$ cat src/rtl/pabs_pkg.sv
// Package: shared types, field layouts and word-format conversions for the
// parallel absolute-value/store unit. Assumes eight data registers and
// eight auxiliary registers (3-bit indices in the instruction).
package pabs_pkg;

    localparam int EXP_W  = 8;
    localparam int MAN_W  = 32;
    localparam int XW     = EXP_W + MAN_W;
    localparam int SW     = 32;
    localparam int NREG   = 8;
    localparam int NAUX   = 8;
    localparam int RIDX_W = $clog2(NREG);
    localparam int STW    = 7;

    localparam logic [5:0]       OPC_PABS = 6'b110010;
    localparam logic [EXP_W-1:0] EXP_ZERO = 8'h80;
    localparam logic [EXP_W-1:0] EXP_MAX  = 8'h7F;
    localparam logic [MAN_W-1:0] MAN_MIN  = 32'h8000_0000;
    localparam logic [MAN_W-1:0] MAN_MAX  = 32'h7FFF_FFFF;

    typedef struct packed {
        logic [EXP_W-1:0] e;
        logic [MAN_W-1:0] m;
    } xfloat_t;

    // Status layout, bit 6 down to bit 0.
    typedef struct packed {
        logic luf;
        logic lv;
        logic uf;
        logic n;
        logic z;
        logic v;
        logic c;
    } stat_t;

    typedef enum logic [1:0] {
        DSEL_ZERO = 2'b00,
        DSEL_ONE  = 2'b01,
        DSEL_IX0  = 2'b10,
        DSEL_IX1  = 2'b11
    } dsel_e;

    typedef struct packed {
        logic [1:0]  rsv;
        logic        sub;
        dsel_e       dsel;
        logic [2:0]  ar;
    } memop_t;

    typedef struct packed {
        logic [5:0]        opc;
        logic              rsv_a;
        logic [RIDX_W-1:0] dst_reg;
        logic [RIDX_W-1:0] src_reg;
        logic [2:0]        rsv_b;
        memop_t            ld_op;
        memop_t            st_op;
    } instr_t;

    // Expand a memory word into register format (low mantissa bits zero).
    function automatic xfloat_t word_to_x(input logic [SW-1:0] w);
        xfloat_t r;
        r.e = w[SW-1 -: EXP_W];
        r.m = {w[SW-EXP_W-1:0], {(MAN_W-(SW-EXP_W)){1'b0}}};
        return r;
    endfunction

    // Pack a register value into memory word format (low mantissa bits dropped).
    function automatic logic [SW-1:0] x_to_word(input xfloat_t x);
        return {x.e, x.m[MAN_W-1 -: (SW-EXP_W)]};
    endfunction

endpackage

$ cat src/rtl/pabs_eagen.sv
// Effective-address generator: selected auxiliary register plus or minus a
// displacement of 0, 1, IR0 or IR1. Purely combinational; assumes the
// auxiliary registers are presented flat, AR0 in the low bits.
module pabs_eagen
    import pabs_pkg::*;
#(
    parameter int AW = 24
) (
    input  memop_t             op,
    input  logic [NAUX*AW-1:0] aux_flat,
    input  logic [AW-1:0]      ir0,
    input  logic [AW-1:0]      ir1,
    output logic [AW-1:0]      ea
);

    localparam logic [AW-1:0] DISP_ONE = AW'(1);

    logic [AW-1:0] base;
    logic [AW-1:0] disp;

    // Pick the base auxiliary register.
    always_comb begin
        base = aux_flat[op.ar*AW +: AW];
    end

    // Pick the displacement by selector code.
    always_comb begin
        unique case (op.dsel)
            DSEL_ZERO: disp = '0;
            DSEL_ONE:  disp = DISP_ONE;
            DSEL_IX0:  disp = ir0;
            DSEL_IX1:  disp = ir1;
            default:   disp = '0;
        endcase
    end

    // Apply the displacement in the requested direction.
    always_comb begin
        ea = op.sub ? (base - disp) : (base + disp);
    end

endmodule

$ cat src/rtl/pabs_absunit.sv
// Floating-point absolute value on a two's-complement mantissa. Handles the
// zero encoding, the most-negative mantissa (exponent bump), and the
// saturating overflow at maximum exponent. Combinational.
module pabs_absunit
    import pabs_pkg::*;
(
    input  xfloat_t src,
    output xfloat_t res,
    output logic    ovf,
    output logic    is_zero
);

    logic src_zero;
    logic src_min;
    logic src_top;

    // Classify the source.
    always_comb begin
        src_zero = (src.e == EXP_ZERO);
        src_min  = (src.m == MAN_MIN);
        src_top  = (src.e == EXP_MAX);
    end

    // Produce the result for each class.
    always_comb begin
        ovf = 1'b0;
        res = src;
        if (src_zero) begin
            res.e = EXP_ZERO;
            res.m = '0;
        end else if (src_min && src_top) begin
            res.e = EXP_MAX;
            res.m = MAN_MAX;
            ovf   = 1'b1;
        end else if (src_min) begin
            res.e = src.e + 8'd1;
            res.m = '0;
        end else if (src.m[MAN_W-1]) begin
            res.m = (~src.m) + 32'd1;
        end
    end

    // Zero detection on the result.
    always_comb begin
        is_zero = (res.e == EXP_ZERO);
    end

endmodule

$ cat src/rtl/pabs_flags.sv
// Status update: V/LV from overflow, Z from a zero result, N and UF cleared,
// LUF and C carried through. Combinational.
module pabs_flags
    import pabs_pkg::*;
(
    input  stat_t cur,
    input  logic  ovf,
    input  logic  is_zero,
    output stat_t nxt
);

    // Form the next status word.
    always_comb begin
        nxt     = cur;
        nxt.v   = ovf;
        nxt.lv  = cur.lv | ovf;
        nxt.z   = is_zero;
        nxt.n   = 1'b0;
        nxt.uf  = 1'b0;
    end

endmodule

$ cat src/rtl/pabs_unit.sv
// Top: parallel absolute-value/store execution unit. Decodes the instruction,
// generates both indirect addresses, computes the absolute value of the
// loaded word and packs the store word, then commits all results on one
// edge. Every operand is taken from the inputs at the accepting edge, so an
// aliased operand always sees its pre-instruction value.
module pabs_unit
    import pabs_pkg::*;
#(
    parameter int AW = 24
) (
    input  logic                 clk,
    input  logic                 rst_n,
    input  logic                 issue_valid,
    input  logic [31:0]          instr,
    input  logic [NREG*XW-1:0]   rf_flat,
    input  logic [NAUX*AW-1:0]   aux_flat,
    input  logic [AW-1:0]        ir0,
    input  logic [AW-1:0]        ir1,
    input  logic [STW-1:0]       st_in,
    output logic [AW-1:0]        mem_raddr,
    input  logic [SW-1:0]        mem_rdata,
    output logic                 rf_we,
    output logic [RIDX_W-1:0]    rf_waddr,
    output logic [XW-1:0]        rf_wdata,
    output logic                 mem_we,
    output logic [AW-1:0]        mem_waddr,
    output logic [SW-1:0]        mem_wdata,
    output logic                 st_we,
    output logic [STW-1:0]       st_out
);

    localparam int NPORT = 2;
    localparam int LD    = 0;
    localparam int ST    = 1;

    instr_t          ins;
    logic            fire;
    memop_t          ops [NPORT];
    logic [AW-1:0]   eas [NPORT];
    xfloat_t         ld_x;
    xfloat_t         abs_x;
    logic            abs_ovf;
    logic            abs_zero;
    xfloat_t         st_x;
    logic [SW-1:0]   st_word;
    stat_t           st_next;

    // Decode and acceptance.
    always_comb begin
        ins     = instr_t'(instr);
        fire    = issue_valid && (ins.opc == OPC_PABS);
        ops[LD] = ins.ld_op;
        ops[ST] = ins.st_op;
    end

    // One address generator per memory operand.
    for (genvar gi = 0; gi < NPORT; gi++) begin : g_ea
        pabs_eagen #(.AW(AW)) u_ea (
            .op       (ops[gi]),
            .aux_flat (aux_flat),
            .ir0      (ir0),
            .ir1      (ir1),
            .ea       (eas[gi])
        );
    end

    // Drive the read address straight from the source operand.
    always_comb begin
        mem_raddr = eas[LD];
    end

    // Load-path format conversion.
    always_comb begin
        ld_x = word_to_x(mem_rdata);
    end

    pabs_absunit u_abs (
        .src     (ld_x),
        .res     (abs_x),
        .ovf     (abs_ovf),
        .is_zero (abs_zero)
    );

    pabs_flags u_flags (
        .cur     (stat_t'(st_in)),
        .ovf     (abs_ovf),
        .is_zero (abs_zero),
        .nxt     (st_next)
    );

    // Store-path register pick and packing.
    always_comb begin
        st_x    = xfloat_t'(rf_flat[ins.src_reg*XW +: XW]);
        st_word = x_to_word(st_x);
    end

    // Commit enables: one pulse per accepted instruction.
    always_ff @(posedge clk) begin
        if (!rst_n) begin
            rf_we  <= 1'b0;
            mem_we <= 1'b0;
            st_we  <= 1'b0;
        end else begin
            rf_we  <= fire;
            mem_we <= fire;
            st_we  <= fire;
        end
    end

    // Result registers: loaded only on acceptance.
    always_ff @(posedge clk) begin
        if (!rst_n) begin
            rf_waddr  <= '0;
            rf_wdata  <= '0;
            mem_waddr <= '0;
            mem_wdata <= '0;
            st_out    <= '0;
        end else if (fire) begin
            rf_waddr  <= ins.dst_reg;
            rf_wdata  <= abs_x;
            mem_waddr <= eas[ST];
            mem_wdata <= st_word;
            st_out    <= st_next;
        end
    end

endmodule

$ cat config.mk
export PLATFORM = sky130hd
export DESIGN_NAME = pabs_unit
export DESIGN_NICKNAME = d
export VERILOG_FILES = /design/src/rtl/pabs_pkg.sv /design/src/rtl/pabs_eagen.sv /design/src/rtl/pabs_absunit.sv /design/src/rtl/pabs_flags.sv /design/src/rtl/pabs_unit.sv
export SDC_FILE = /design/constraint.sdc
export NUM_CORES = 1
export LEC_CHECK = 0
export ABC_CLOCK_PERIOD_IN_PS = 5800
export CORE_AREA = 2 2 300 302
export CTS_CLUSTER_SIZE = 20
export DETAILED_ROUTE_END_ITERATION = 10
export DIE_AREA = 0 0 302 304
export SYNTH_ARGS = -nofsm -noshare
export SYNTH_HDL_FRONTEND = slang
export SYNTH_SLANG_ARGS = --single-unit
$ cat constraint.sdc
create_clock -name clk -period 5.8 [get_ports clk]
set_input_delay 0.58 -clock clk [delete_from_list [all_inputs] [get_ports clk]]
set_output_delay 0.58 -clock clk [all_outputs]
set_load 0.02 [all_outputs]
==> run metrics, run 1 <==
routability-driven placement congestion ratio roughly 0.87; clock slew at reported path FFs ~0.08 ns; final non-filler cell total 3,274; Clk Latency, worst-skew pair 0.38 ns; Worst Hold Depth 2; Netlist Area Pre-Place roughly 0.014 mm2; core area 0.0890 mm2; fraction of layout cells with a size suffix above 1 0.177; Post-Synth Adder-Cell Area 0.0626; crit end category output port; CTS tree yes; WL/cell 23.8 um; max_slew headroom 0.283; die area between 0.09 and 0.1 mm2; first-pass GRT wire length roughly 110,000 um; Boundary Pins ~770; Routed WL 78,100 um; mean post-synth cell area approximately 9.3 um2; CTS H-tree depth 3; crit path cell chain clkdlybuf4s50_1, buf_6, mux2_2, nand2_1, nand4_1, buf_4, nor3b_2, a21oi_1, xor2_1, ha_1, and3_1, and3_1, a22o_1, a21oi_1, buf_4, o311a_1, a21oi_1, o311ai_1, buf_4, buf_12; asr flop ratio synth 0; CP Launch Point instr[11]; worst min path class reg2reg; via/cell ratio about 4.5; placed cells roughly 3,200; Worst-Margin Slew 1.07 ns; CP max-delay cell clkdlybuf4s50_1; DP HPWL 67,800 um; max_cap viols 0; Reg2Reg Depth 2; total gr overflow 0; Worst Slack Setup Final between 0.2 and 0.25 ns; Synth Area in Compound Gates 0.171; hold_buf cts 0; Pwr per Cell Area 162 mW/mm2; post-synthesis sequential area ratio 0.143; kind of critical path in2out; # setup viols final 0; Peak VDD IR between 0.1 and 0.15 mV; Worst setup SP type input port; Hold Vio Cnt, Final 0; largest net degree at the start of global routing between 50 and 60; Final min period 5.60 ns; Sink Count 97; leak pwr between 7 and 8 nW; GRT Total Usage 0.164; initial core utilization 0.153; Synth cell types between 80 and 90; Worst EP arrival approximately 5 ns; number of synthesized flops with an enable pin 0; hold_sp rf_wdata[12]; vias in the first global route about 15,000; crit path max fanout 15; Crit Reg-Reg Startpoint mem_waddr[23]; die height between 300 and 400 um; synth top area cells mux4_2 26%, dfxtp_1 14%, mux2_2 6.6%, ha_1 6.0%, a21oi_1 4.1%; RSZ-0062 raised after global routing true; Final Power ~3.6 mW; antenna viol nets, final 0; Final Max Tran Viols 0; area grow syn2layout 63.1%; Site Rows 110; Synth Warn # 0; critical path data required time 5.22 ns; Top FF cell, synth dfxtp_1; mux share of post-synthesis cell area 0.366; final setup skew 0 ns; Place WS -0.132 ns; DRT iter0 DRCs slightly below 1,000; register area approximately 0.0019 mm2; flops & latches, synth 97; Die X just over 300 um; Critical Path Max Stage Delay about 0.54 ns; Synth Area in Simple Gates 0.148; Pre-Repair DR Iteration Count 5; DRC 0; Vias between 10,000 and 15,000; xor/xnor share of the synthesized area 0.0534; hold_ws 0.457 ns; CTS root buffer clkbuf_16; cells after synthesis between 1,000 and 1,500; largest area contributor in the synthesized netlist mux4_2; multi-input logic area ~0.011 mm2; total CTS buffers 9; Fillers ~9,700; run status complete, no violations; FMAX approximately 180 MHz; Port-buffer cells 688; Period Utilization, post-route 0.965; Nets between 2,000 and 3,000; share of the synthesized area in the top cell type 0.265; clock tree buffer depth 2; combinational family with the most area after synthesis multiplexers; initial antenna violation count 35
-- routing by layer --
layer / vias to the layer above / wire (um) / track usage
met3: 115 / 5830 / 0.0405
met1: 7223 / 30900 / 0.191
met2: 624 / 38800 / 0.287
met5: - / 81 / 0
li1: 6901 / - / -
met4: 10 / 2480 / 0.0624
-- cell type report --
type	instances	share of cell area
multi-input cells	1197	0.494
repair buffers	751	0.332
flip-flops and latches	97	0.0874
well taps	1176	0.0662
clock buffers	9	0.0101
clock inverters	7	0.00428
inverters	25	0.00428
diodes	12	0.00135
-- critical path: cells and delay by family --
| family | cells | cell delay [ns] |
|---|---|---|
| buffers and inverters | 6 | 1.46 |
| AOI/OAI and AO/OA | 6 | 1.16 |
| and+or+nand+nor | 5 | 0.89 |
| muxes | 1 | 0.37 |
| adders and majority gates | 1 | 0.31 |
| xor gates and xnor gates | 1 | 0.24 |
-- where the power goes --
group / total [mW] / internal (mW) / switching [mW] / leakage [nW]
logic: 2.24 / 1.14 / 1.09 / 6.87
registers: 0.672 / 0.669 / 0.00232 / 0.782
clock network: 0.689 / 0.349 / 0.340 / 0.157
-- through the flow --
| stage | TNS (ns) | utilization | area, um2 |
|---|---|---|---|
| detailed placement | -0.180 | 0.245 | 21800 |
| CTS | 0 | 0.248 | 22100 |
| floorplan | 0 | - | 13600 |
| finish | 0 | 0.249 | 22200 |
| global route | -0.117 | 0.249 | 22200 |
| global placement | -0.127 | 0.245 | 21800 |
-- cell usage in the layout (no fill, tap or decap), drive strengths merged, types with 8 or more instances in the layout --
cell / Yosys / routed
a31oi: 23 / 23
nand4: 16 / 16
o21a: 19 / 19
mux2i: 47 / 47
xor2: 44 / 44
xnor2: 39 / 39
mux4: 160 / 160
a21o: 15 / 15
o21ai: 56 / 56
a211oi: 43 / 43
nand3: 23 / 23
nor2: 108 / 108
and2: 8 / 8
o211ai: 8 / 8
clkbuf: 67 / 9
inv: 25 / 28
nand2: 127 / 127
and3: 20 / 20
nor3: 27 / 27
nor4: 12 / 12
ha: 65 / 65
mux2: 81 / 81
o31ai: 8 / 8
clkdlybuf4s50: 0 / 672
or3: 9 / 9
diode: 0 / 12
a21oi: 111 / 111
buf: 76 / 74
dfxtp: 97 / 97
nand2b: 12 / 12
-- worst paths after layout --
kind / to / slack [ns]
min: rf_wdata[12] / 0.46
max: mem_raddr[22] / 0.20
max reg2reg: mem_waddr[23] / 4.87
min reg2reg: rf_wdata[12] / 0.46
-- sequential cells by signal, indices dropped and copies added (netlist names) --
| name | count |
|---|---|
| mem_wdata | 32 |
| rf_waddr | 3 |
| mem_waddr | 24 |
| rf_wdata | 33 |
| st_out | 4 |
| st_we | 1 |
-- Yosys cell counts, drive strengths merged (5+ instances only) --
| master | instances |
|---|---|
| nand2 | 127 |
| clkbuf | 67 |
| a31oi | 23 |
| o21a | 19 |
| a21oi | 111 |
| nand2b | 12 |
| o31ai | 8 |
| a41oi | 6 |
| nand4 | 16 |
| o211ai | 8 |
| a21boi | 5 |
| xnor2 | 39 |
| xor2 | 44 |
| ha | 65 |
| o31a | 7 |
| and3 | 20 |
| nor2 | 108 |
| and2 | 8 |
| or3 | 9 |
| nor2b | 7 |
| or4 | 6 |
| a211o | 6 |
| mux2i | 47 |
| or2 | 6 |
| inv | 25 |
| dfxtp | 97 |
| nand3 | 23 |
| buf | 76 |
| mux2 | 81 |
| nor3 | 27 |
| o21ai | 56 |
| mux4 | 160 |
| a211oi | 43 |
| nor4 | 12 |
| nor4b | 6 |
| a21o | 15 |
-- logic make-up after synthesis --
family                     after synthesis
and+or+nand+nor                        403
AOI/OAI and AO/OA                      354
muxes                                  288
buffers and inverters                  168
DFF                                     97
xor gates and xnor gates                83
adders and majority gates               67
other                                    1
-- what timing repair did --
action | 4_1_cts | 5_1_grt
setup endpoints to repair | 2 | 8
pin swaps | 0 | 2
buffers inserted | 0 | 1
resized for setup | 2 | 17
Note: power is estimated with default switching activity, not from simulation.
==> run 2: changes to the inputs <==
Settings changed: PLACE_DENSITY from default to 0.39.
==> run metrics, run 2 (synthesis gave the netlist of run 1 again) <==
CTS tree yes; Hold Vio Cnt, Final 0 (unchanged); DRT iter0 DRCs 725 (-25%); leak pwr 7.98 nW (+2.1%); Period Utilization, post-route 0.946 (-0.0191); final non-filler cell total 3,316 (+1.3%); largest net degree at the start of global routing 66 (+16%); run status complete, no violations; via/cell ratio 4.47 (-1.7%); CTS root buffer clkbuf_16; vias in the first global route 15,374 (+4.2%); commonest non-fill, non-tap cell in the layout clkdlybuf4s50_1; Vias 14,815 (-0.39%); routability-driven placement congestion ratio 0.929 (+7.0%); Clk Latency, worst-skew pair 0.36 ns (-0.02 ns); core area 0.0890 mm2 (unchanged); post_cts resized 4 (+2); hold_buf cts 0 (unchanged); total CTS buffers 9 (unchanged); Final Power 3.61 mW (+0.43%); post-CTS setup buffer count 0 (unchanged); most frequent cells in the layout 675 x clkdlybuf4s50_1, 160 x mux4_2, 127 x nand2_1; end-of-flow core utilization 0.252 (+0.00282); met2 usage 0.302 (+0.0151); Top reg by flops rf_wdata; crit path max fanout 6 (-9); hold_sp rf_wdata[27]; Boundary Pins 767 (unchanged); initial antenna violation count 20 (-43%); Site Rows 110 (unchanged); initial core utilization 0.153 (unchanged); RSZ-0062 raised after global routing false; max_cap viols 0 (unchanged); CTS H-tree depth 3 (unchanged); clock slew at reported path FFs 0.08 ns (about the same); final setup skew 0 ns (unchanged); Fin Setup TNS 0 ns (unchanged); Peak VDD IR 0.132 mV (+5.0%); hold_ws 0.458 ns (+0.00184 ns); DRC 0 (unchanged); Worst setup SP type input port; Sink Count 97 (unchanged); area grow syn2layout 64.9%; GRT Total Usage 0.168 (+0.00427); number of flip-flops in the largest register 33 (unchanged); DP HPWL 69,500 um (+2.6%); Crit Reg-Reg Startpoint mem_waddr[23]; die area 0.0918 mm2 (unchanged); crit end category output port; met1 Track Usage GR 0.189 (-0.00188); Worst-Margin Slew 1.08 ns (+0.000673 ns); Worst EP arrival 4.91 ns (-0.11 ns); critical path data required time 5.22 ns (about the same); Place WS -0.255 ns (-0.124 ns); Final Max Tran Viols 0 (unchanged); die height 304 um (unchanged); total gr overflow 0 (unchanged); biggest regs rf_wdata: 33 flops, mem_wdata: 32 flops, mem_waddr: 24 flops; WL/cell 24.2 um (+1.6%); met3 usage in global routing 0.0411 (+0.000571); clock tree buffer depth 2 (unchanged); Nets 2,824 (+1.5%); Die X 302 um (unchanged); FMAX 182 MHz (+2.0%); Pre-Repair DR Iteration Count 7 (+2); fin area 0.0225 mm2 (+1.1%); antenna viol nets, final 0 (unchanged); Worst R2R Setup Slack 4.89 ns (+0.02 ns); fraction of layout cells with a size suffix above 1 0.190 (+0.0125); Port-buffer cells 688 (unchanged); placed cells 3,288 (+1.3%); gr busiest metal met2; first-pass GRT wire length 111,000 um (+3.3%); Worst Slack Setup Final 0.314 ns (+0.111 ns); CP Launch Point instr[12]; worst min path class reg2reg; placed cell area 0.0221 mm2 (+1.5%); kind of critical path in2out; Pwr per Cell Area 161 mW/mm2 (-0.70%); Routed WL 80,400 um (+2.9%); max_slew headroom 0.263 (-0.0210); Final min period 5.49 ns (-0.111 ns); # setup viols final 0 (unchanged)
## run 2: path summary, 6_finish.rpt
| kind | to | depth (start not counted) |
|---|---|---|
| worst max-delay path | mem_raddr[15] | 18 |
| worst max register to register | mem_waddr[23] | 2 |
| worst min register to register | rf_wdata[27] | 2 |
| worst min-delay path | rf_wdata[27] | 2 |
## run 2: final cells by class
cell class                 count  area (um2)
inverter                      25        95.1
multi-input combinational   1197       10900
tap                         1176        1470
antenna                       12        30.0
sequential                    97        1940
timing repair buffer         793        7680
clock inverter                 7        81.3
fill                        9503       66600
clock buffer                   9         225
## run 2: metal layers
layer | wire (um) | up-vias
met3 | 5340 | 87
met5 | 50 | -
met1 | 31200 | 7203
met4 | 2820 | 8
li1 | - | 6978
met2 | 40900 | 539
## run 2: worst max-delay path: stages
cell and delay [ns]:
clkdlybuf4s50_1 0.69, a21oi_1 0.11, a31o_2 0.25, ha_1 0.23, and3_1 0.17, a31oi_1 0.16
xor2_1 0.20, ha_1 0.29, buf_4 0.17, nand2_1 0.05, o21ai_0 0.14, a221o_1 0.39
buf_4 0.14, o21ai_0 0.27, nand2_1 0.09, a21oi_1 0.18, xnor2_1 0.15, clkdlybuf4s50_1 0.65
## run 2: where the power goes
part	total (mW)	internal, mW	switching, mW
sequential	0.672	0.670	0.00232
combinational	2.29	1.17	1.11
clock	0.656	0.309	0.347
